<file path="src/rtl/mulshf_pkg.sv">
package mulshf_pkg;

    typedef enum logic [2:0] {
        OP_MUL = 3'd0,
        OP_SHL = 3'd1,
        OP_SHR = 3'd2,
        OP_SAR = 3'd3,
        OP_ROL = 3'd4,
        OP_ROR = 3'd5
    } op_e;

    function automatic op_e op_decode(input logic do_shift, input logic go_right,
                                      input logic linear, input logic a_signed);
        op_e r;
        if (!do_shift)      r = OP_MUL;
        else if (!linear)   r = go_right ? OP_ROR : OP_ROL;
        else if (!go_right) r = OP_SHL;
        else                r = a_signed ? OP_SAR : OP_SHR;
        return r;
    endfunction

endpackage

</file>
<file path="src/rtl/mulshf_mult.sv">
module mulshf_mult #(
    parameter int W = 32
) (
    input  logic [W-1:0]   a,
    input  logic [W-1:0]   b,
    input  logic           a_sgn,
    input  logic           b_sgn,
    output logic [2*W-1:0] prod
);
    localparam int PW = 2 * W;

    logic [PW-1:0] ext_a, ext_b;

    // Widening to the product width gives the same low 2W bits as a
    // one-bit extension followed by truncation.
    always_comb begin
        ext_a = {{W{a_sgn & a[W-1]}}, a};
        ext_b = {{W{b_sgn & b[W-1]}}, b};
        prod  = ext_a * ext_b;
    end
endmodule

</file>
<file path="src/rtl/mulshf_shift.sv">
module mulshf_shift
    import mulshf_pkg::*;
#(
    parameter int W   = 32,
    parameter int SHW = $clog2(W)
) (
    input  op_e            op,
    input  logic [W-1:0]   x,
    input  logic [SHW-1:0] amt,
    output logic [W-1:0]   y
);
    logic [2*W-1:0] dbl, rot;

    always_comb begin
        dbl = {x, x};
        rot = (op == OP_ROR) ? (dbl >> amt) : (dbl << amt);
        y   = '0;
        unique case (op)
            OP_SHL:  y = x << amt;
            OP_SHR:  y = x >> amt;
            OP_SAR:  y = $signed(x) >>> amt;
            OP_ROR:  y = rot[W-1:0];
            OP_ROL:  y = rot[2*W-1:W];
            default: y = '0;
        endcase
    end
endmodule

</file>
<file path="src/rtl/mulshf_stage.sv">
module mulshf_stage #(
    parameter int DW = 65
) (
    input  logic          clk,
    input  logic          rst,
    input  logic          en,
    input  logic [DW-1:0] d,
    output logic [DW-1:0] q
);
    always_ff @(posedge clk or posedge rst) begin
        if (rst)     q <= '0;
        else if (en) q <= d;
    end
endmodule

</file>
<file path="src/rtl/mulshf_unit.sv">
module mulshf_unit
    import mulshf_pkg::*;
#(
    parameter int W = 32
) (
    input  logic           clk,
    input  logic           rst,
    input  logic           en_in,
    input  logic           en_out,
    input  logic [W-1:0]   opa,
    input  logic [W-1:0]   opb,
    input  logic           a_signed,
    input  logic           b_signed,
    input  logic           do_shift,
    input  logic           go_right,
    input  logic           linear,
    output logic [2*W-1:0] result,
    output logic           result_mul
);
    localparam int SHW = $clog2(W);
    localparam int RW  = 2 * W;
    localparam int SW  = RW + 1;

    op_e           op;
    logic [RW-1:0] prod;
    logic [W-1:0]  shf;
    logic [RW-1:0] comb_val;
    logic [SW-1:0] s1_q, s2_q;

    assign op = op_decode(do_shift, go_right, linear, a_signed);

    mulshf_mult #(.W(W)) u_mult (
        .a(opa), .b(opb), .a_sgn(a_signed), .b_sgn(b_signed), .prod(prod)
    );

    mulshf_shift #(.W(W), .SHW(SHW)) u_shift (
        .op(op), .x(opa), .amt(opb[SHW-1:0]), .y(shf)
    );

    always_comb begin
        unique case (op)
            OP_MUL:  comb_val = prod;
            default: comb_val = {{W{1'b0}}, shf};
        endcase
    end

    mulshf_stage #(.DW(SW)) u_s1 (
        .clk(clk), .rst(rst), .en(en_in), .d({op == OP_MUL, comb_val}), .q(s1_q)
    );

    mulshf_stage #(.DW(SW)) u_s2 (
        .clk(clk), .rst(rst), .en(en_out), .d(s1_q), .q(s2_q)
    );

    assign result     = s2_q[RW-1:0];
    assign result_mul = s2_q[RW];
endmodule

</file>
<file path="config.mk">
export PLATFORM = sky130hd
export DESIGN_NAME = mulshf_unit
export DESIGN_NICKNAME = d
export VERILOG_FILES = /design/src/rtl/mulshf_pkg.sv /design/src/rtl/mulshf_mult.sv /design/src/rtl/mulshf_shift.sv /design/src/rtl/mulshf_stage.sv /design/src/rtl/mulshf_unit.sv
export SDC_FILE = /design/constraint.sdc
export NUM_CORES = 2
export LEC_CHECK = 0
export ABC_AREA = 1
export CORE_AREA = 2 2 310 312
export CTS_CLUSTER_DIAMETER = 150
export DETAILED_ROUTE_END_ITERATION = 6
export DIE_AREA = 0 0 312 314
export DONT_BUFFER_PORTS = 1
export GPL_TIMING_DRIVEN = 0
export PLACE_DENSITY = 0.68
export SLEW_MARGIN = 20
export SYNTH_ARGS = -nofsm -noshare
export SYNTH_HDL_FRONTEND = slang
export SYNTH_SLANG_ARGS = --single-unit
</file>
<file path="constraint.sdc">
create_clock -name clk -period 3.3 [get_ports clk]
set_input_delay 0.165 -clock clk [delete_from_list [all_inputs] [get_ports clk]]
set_output_delay 0.165 -clock clk [all_outputs]
set_load 0.005 [all_outputs]
</file>
* Yosys cells after proc, flatten, opt, wreduce, memory -nomap -nowiden
Cells that the tools add are included.
** Word-level totals
- Flip-flop bits (word level) :: 130
- Latch bits :: 0
- RAM bits :: 0
- Memory bits (read-only) :: 0
- Input port bits :: 73
- Word-level logic and storage cells :: 24
- Memories :: 0
** Cells by class
- $add $sub $neg :: 0
- Multiply operators :: 1
- Divide/modulo/power cells :: 0
- Magnitude comparators :: 0
- Equal/unequal tests :: 5
- Shifts and indexed selects :: 5
- Mux-type cells :: 8
- Bitwise operators :: 2
- Reduce and logical (&&, ||, !) cells :: 1
** Operator list (number)
- 32-bit one-hot mux with 5 select lines :: 1
- 64-bit two-way mux :: 2
- 33-bit by 33-bit multiplier with 64-bit output :: 1
- 64-bit by 5-bit << shifter with 64-bit output :: 1
- 64-bit by 5-bit right shift with 64-bit output :: 1
- 32-bit by 5-bit << shifter with 32-bit output :: 1
- 32-bit by 5-bit right shift with 32-bit output :: 1
- 32-bit by 5-bit >>> shifter with 32-bit output :: 1
- 3-bit by 2-bit == test with 1-bit output, second input constant :: 2
- 3-bit == test, second input constant :: 2
- 3-bit two-way mux :: 2
- 3-bit by 1-bit == test with 1-bit output, second input constant :: 1
- 3-bit logical NOT :: 1
- 1-bit AND :: 2
- 1-bit two-way mux :: 2
- 2-bit two-way mux :: 1

* Longest topological paths before layout
- Depth after elaboration :: 8
- Depth in mapped cells :: 38
- Depth with buffers taken out :: 34

* Hierarchy
Synthesis repeated with hierarchy kept, for this count alone.
** Unflattened totals
- Cell total of the unflattened synthesis :: 6987
- Area, all modules :: 51166.6 um^2
** Modules (own cells, without submodules)
- mulshf_mult :: times used 1, cells an instance 5075, area an instance 39982.1 um^2, seq. area each 0.0 um^2
- mulshf_shift :: times used 1, cells an instance 1183, area an instance 5531.6 um^2, seq. area each 0.0 um^2
- mulshf_stage :: times used 2, cells an instance 276, area an instance 2476.1 um^2, seq. area each 1626.6 um^2
- mulshf_unit :: times used 1, cells an instance 177, area an instance 700.7 um^2, seq. area each 0.0 um^2

* Worst setup path before layout
OpenSTA, ideal clock, no wires.
- Path type :: input -> register
- From :: input port opa[31]
- To :: register u_s1.q[61]
- Library setup time :: 0.118 ns
- Arrival :: 7.303 ns
- Slack :: -4.121 ns
- Cell stages on the path :: 31
- Cell sequence :: buf_2 -> clkbuf_1 -> clkbuf_1 -> nand2_1 -> nor2_1 -> fa_1 -> inv_1 -> fa_1 -> inv_1 -> fa_1 -> fa_1 -> inv_1 -> fa_1 -> inv_1 -> fa_1 -> inv_1 -> fa_1 -> fa_1 -> inv_1 -> ha_1 -> nand2_1 -> nor2_1 -> inv_1 -> nor2_1 -> inv_1 -> nor4_1 -> nand3_1 -> nand2_1 -> nand2_1 -> nand3_1 -> nand2_1
** On the way
- Longest elaborated chain between the ends :: 3
** Ends and longest elaborated chain
- start: declaration :: RTL line mulshf_unit.sv:10 : input logic [W-1:0] opa,
- 1-bit AND :: RTL line mulshf_mult.sv:17 : ext_a = {{W{a_sgn & a[W-1]}}, a};
- 33-bit by 33-bit multiplier with 64-bit output (*) :: RTL line mulshf_mult.sv:19 : prod = ext_a * ext_b;
- 64-bit two-way mux (*) :: RTL line mulshf_unit.sv:41 : unique case (op)
- end signal: assignment :: RTL line mulshf_stage.sv:11 : if (rst) q <= '0;
- end signal: assignment :: RTL line mulshf_stage.sv:12 : else if (en) q <= d;
- end: declaration :: RTL line mulshf_stage.sv:8 : output logic [DW-1:0] q
Mark *: on every way between the ends. The rest lies on a longest branch, timed or not.
A chain may end at the register's enable or synchronous reset.

* Final worst setup path
- From :: input port opa[31]
- To :: register u_s1.q[47]
Same word-level chain as after synthesis.

==> reports/qor.yml <==
status: "finished, violations left"
violations: "DRC, setup timing"
startpoint: "opa[31]"
reg2reg_from: "u_s1.q[26]"
clk_pin_slew_ns: 0.06
synth_top_area_share_pct: 45.3
fin_skew_ns: 0.0121
reg2reg_setup_slack_ns: 2.38
start_kind: "input pin"
post_drt_wl_per_cell_um: 29.0
seq_area_frac_synth_pct: 6.54
drc: 3
synthDistinctLibCells: 37
fin_crit_sh_pct: 209
cp_num_buf_inv: 9
chipHeight_um: 314
min-delay-start: "linear"
antenna_found_initial: 22
dp.cells: 7880
drive_gt1_share_pct: 20.1
drt_iter0_markers: 6175
synth_warnings: 0
syn_nets: 8019
finalWorstSetupSlack_ns: -3.60
fin_cells: 8132
crit_type: "input pin to flip-flop"
finalSetupTns_ns: -176.64
dieArea_um2: 98000
synth.top_cells.by_area: "fa_1 (45%), nand2_1 (14%), inv_1 (13%)"
max-clock-path-buffers: 2
clkSinkCount: 130
min_path_type: "input pin to flip-flop"
cts_root_buf: "clkbuf_16"
crit_required_ns: 3.59
drv_cap: 0
yosysTopAreaCell: "fa_1"
rsz0062_at_grt: "true"
cp-end-kind: "flip-flop"
fin_nets: 8248
tightest_slew_ns: 1.13
utilization_pct: 64.0
hold_violations: 0
vias_per_cell: 5.94
grt_pass1_vias: 50000
dpl.hpwl_um: 192000
cp_top_family: "adder cells"
place.gp.congestion: 1.08
synth_edf_count: 0
critPathMaxFanout: 10
clk_latency_ns: 0.41
grt_max_degree: 37
htree_levels: 4
vias: 48300
timing.fmax_mhz: 145
rows: 113
cts_made_buffers: 17
async_flop_share_pct: 100
maxSlewViolCount: 0
areaGrowthSynthToFinish_pct: 21.6
ys_ff_latch: 130
grt_first_pass_wirelength_um: 339000
setup_viol: 59
slowest_delay_ns: 0.70
die_w_um: 312
wl_um: 236000
crit_path_top_delay_cell: "fa_2"
period_minus_slack_ns: 6.90
cts_tree: "built"
cp.arrival_ns: 7.19
drtPass1Iterations: 7
grt_overflow: 0
grt_util_all_layers_pct: 48.4
synthesis.area_um2: 49700
syn_area_per_cell_um2: 7.52
ios: 138
crit_top_cell: "fa_1"
ant_nets: 0
start_util_pct: 52.6
port_buffers: 0
synthCells: 6609
synth_common_cells: "nand2_1 (1,838), inv_1 (1,667), fa_1 (1,125)"
relSlewSlack_pct: 24.5
synth_most_common_cell: "nand2_1"
synthFlopType: "dfrtp_1"
core-area_um2: 94400
## kinds of logic after synthesis
| family | count (synthesis) | synth area share [%] |
|---|---|---|
| buffers and inverters | 2011 | 15.4 |
| AO/OA/AOI/OAI | 336 | 3.66 |
| XOR/XNOR | 8 | 0.141 |
| AND/OR/NAND/NOR | 2725 | 22.3 |
| adder cells (fa/ha/maj) | 1337 | 50.6 |
| multiplexers | 62 | 1.40 |
| flip-flops | 130 | 6.54 |
## cells in the final DEF, fill, tap and decap left out, drive strengths merged
master | netlist | layout
diode | 0 | 17
ha | 212 | 212
dlygate4sd3 | 0 | 1
a21o | 3 | 3
or2 | 9 | 9
mux2 | 62 | 62
o22ai | 8 | 8
o21bai | 11 | 11
nor3 | 6 | 6
clkinvlp | 0 | 8
clkbuf | 254 | 267
nand3 | 513 | 513
nand3b | 13 | 13
xnor2 | 2 | 2
o211ai | 23 | 23
xor2 | 6 | 6
nand4 | 29 | 29
clkdlybuf4s15 | 0 | 1
buf | 80 | 292
nor2 | 307 | 307
o221ai | 1 | 1
o31ai | 2 | 2
dfrtp | 130 | 130
a21boi | 8 | 8
nand2 | 1843 | 1843
bufinv | 0 | 4
fa | 1125 | 1125
a31oi | 6 | 6
clkinv | 2 | 8
a21oi | 132 | 132
inv | 1675 | 1671
o21ai | 142 | 142
nor4 | 5 | 5
## area by class of cell
cell class	instances	area (µm²)
fillers	8065	34000
flip-flops and latches	130	3250
plain buffers	323	3460
clock buffers	17	425
inverters	1677	6360
repair buffers	221	2170
well taps	1265	1580
multi-input cells	4468	42900
diodes	17	42.5
clock inverters	14	200
## worst paths after layout
check                                   to  cells past startpoint
min in group asynchronous       u_s2.q[37]                      2
worst max-delay path            u_s1.q[47]                     29
worst max register to register  u_s1.q[26]                      3
max in group asynchronous       u_s1.q[18]                      4
worst min-delay path            u_s1.q[31]                      5
worst min register to register  u_s1.q[28]                      2
## tightest hold or removal path: stages
cell and delay [ns]:
o21ai_0 0.06, nand2_1 0.07, nand2_1 0.10, nand2_1 0.08
nand2_1 0.05
## state kept, by name, indices dropped and copies added, names as in the netlist
name    count
u_s2.q     65
u_s1.q     65
## layer usage
| metal | part of all wire, % | GRT usage (%) |
|---|---|---|
| met1 | 36 | 61.1 |
| met2 | 42 | 71.2 |
| met3 | 14 | 17.1 |
| met4 | 8.2 | 30.2 |
| met5 | 0.053 | 0 |
## timing repair
action                                  in CTS  in global routing
gates resized for setup                    925                235
gates cloned                                 2                  1
endpoints found under the setup margin      60                 59
pin swaps                                  302                136
setup buffers                              173                 39
endpoints found under the hold margin       17                  0
hold buffers                                 1                  0
## metrics by stage
stage | hold slack (ns) | instance area [µm²] | setup slack, ns
floorplan | 0.427 | 51900 | -3.50
global placement | 0.454 | 53500 | -5.04
detailed placement | 0.103 | 53600 | -4.91
CTS | 0.163 | 59200 | -3.47
global route | 0.190 | 60400 | -3.75
finish | 0.168 | 60400 | -3.60
Power is left out: the tool's default activity adds up to more than one toggle a clock period on the data nets, which glitch-free logic cannot reach.
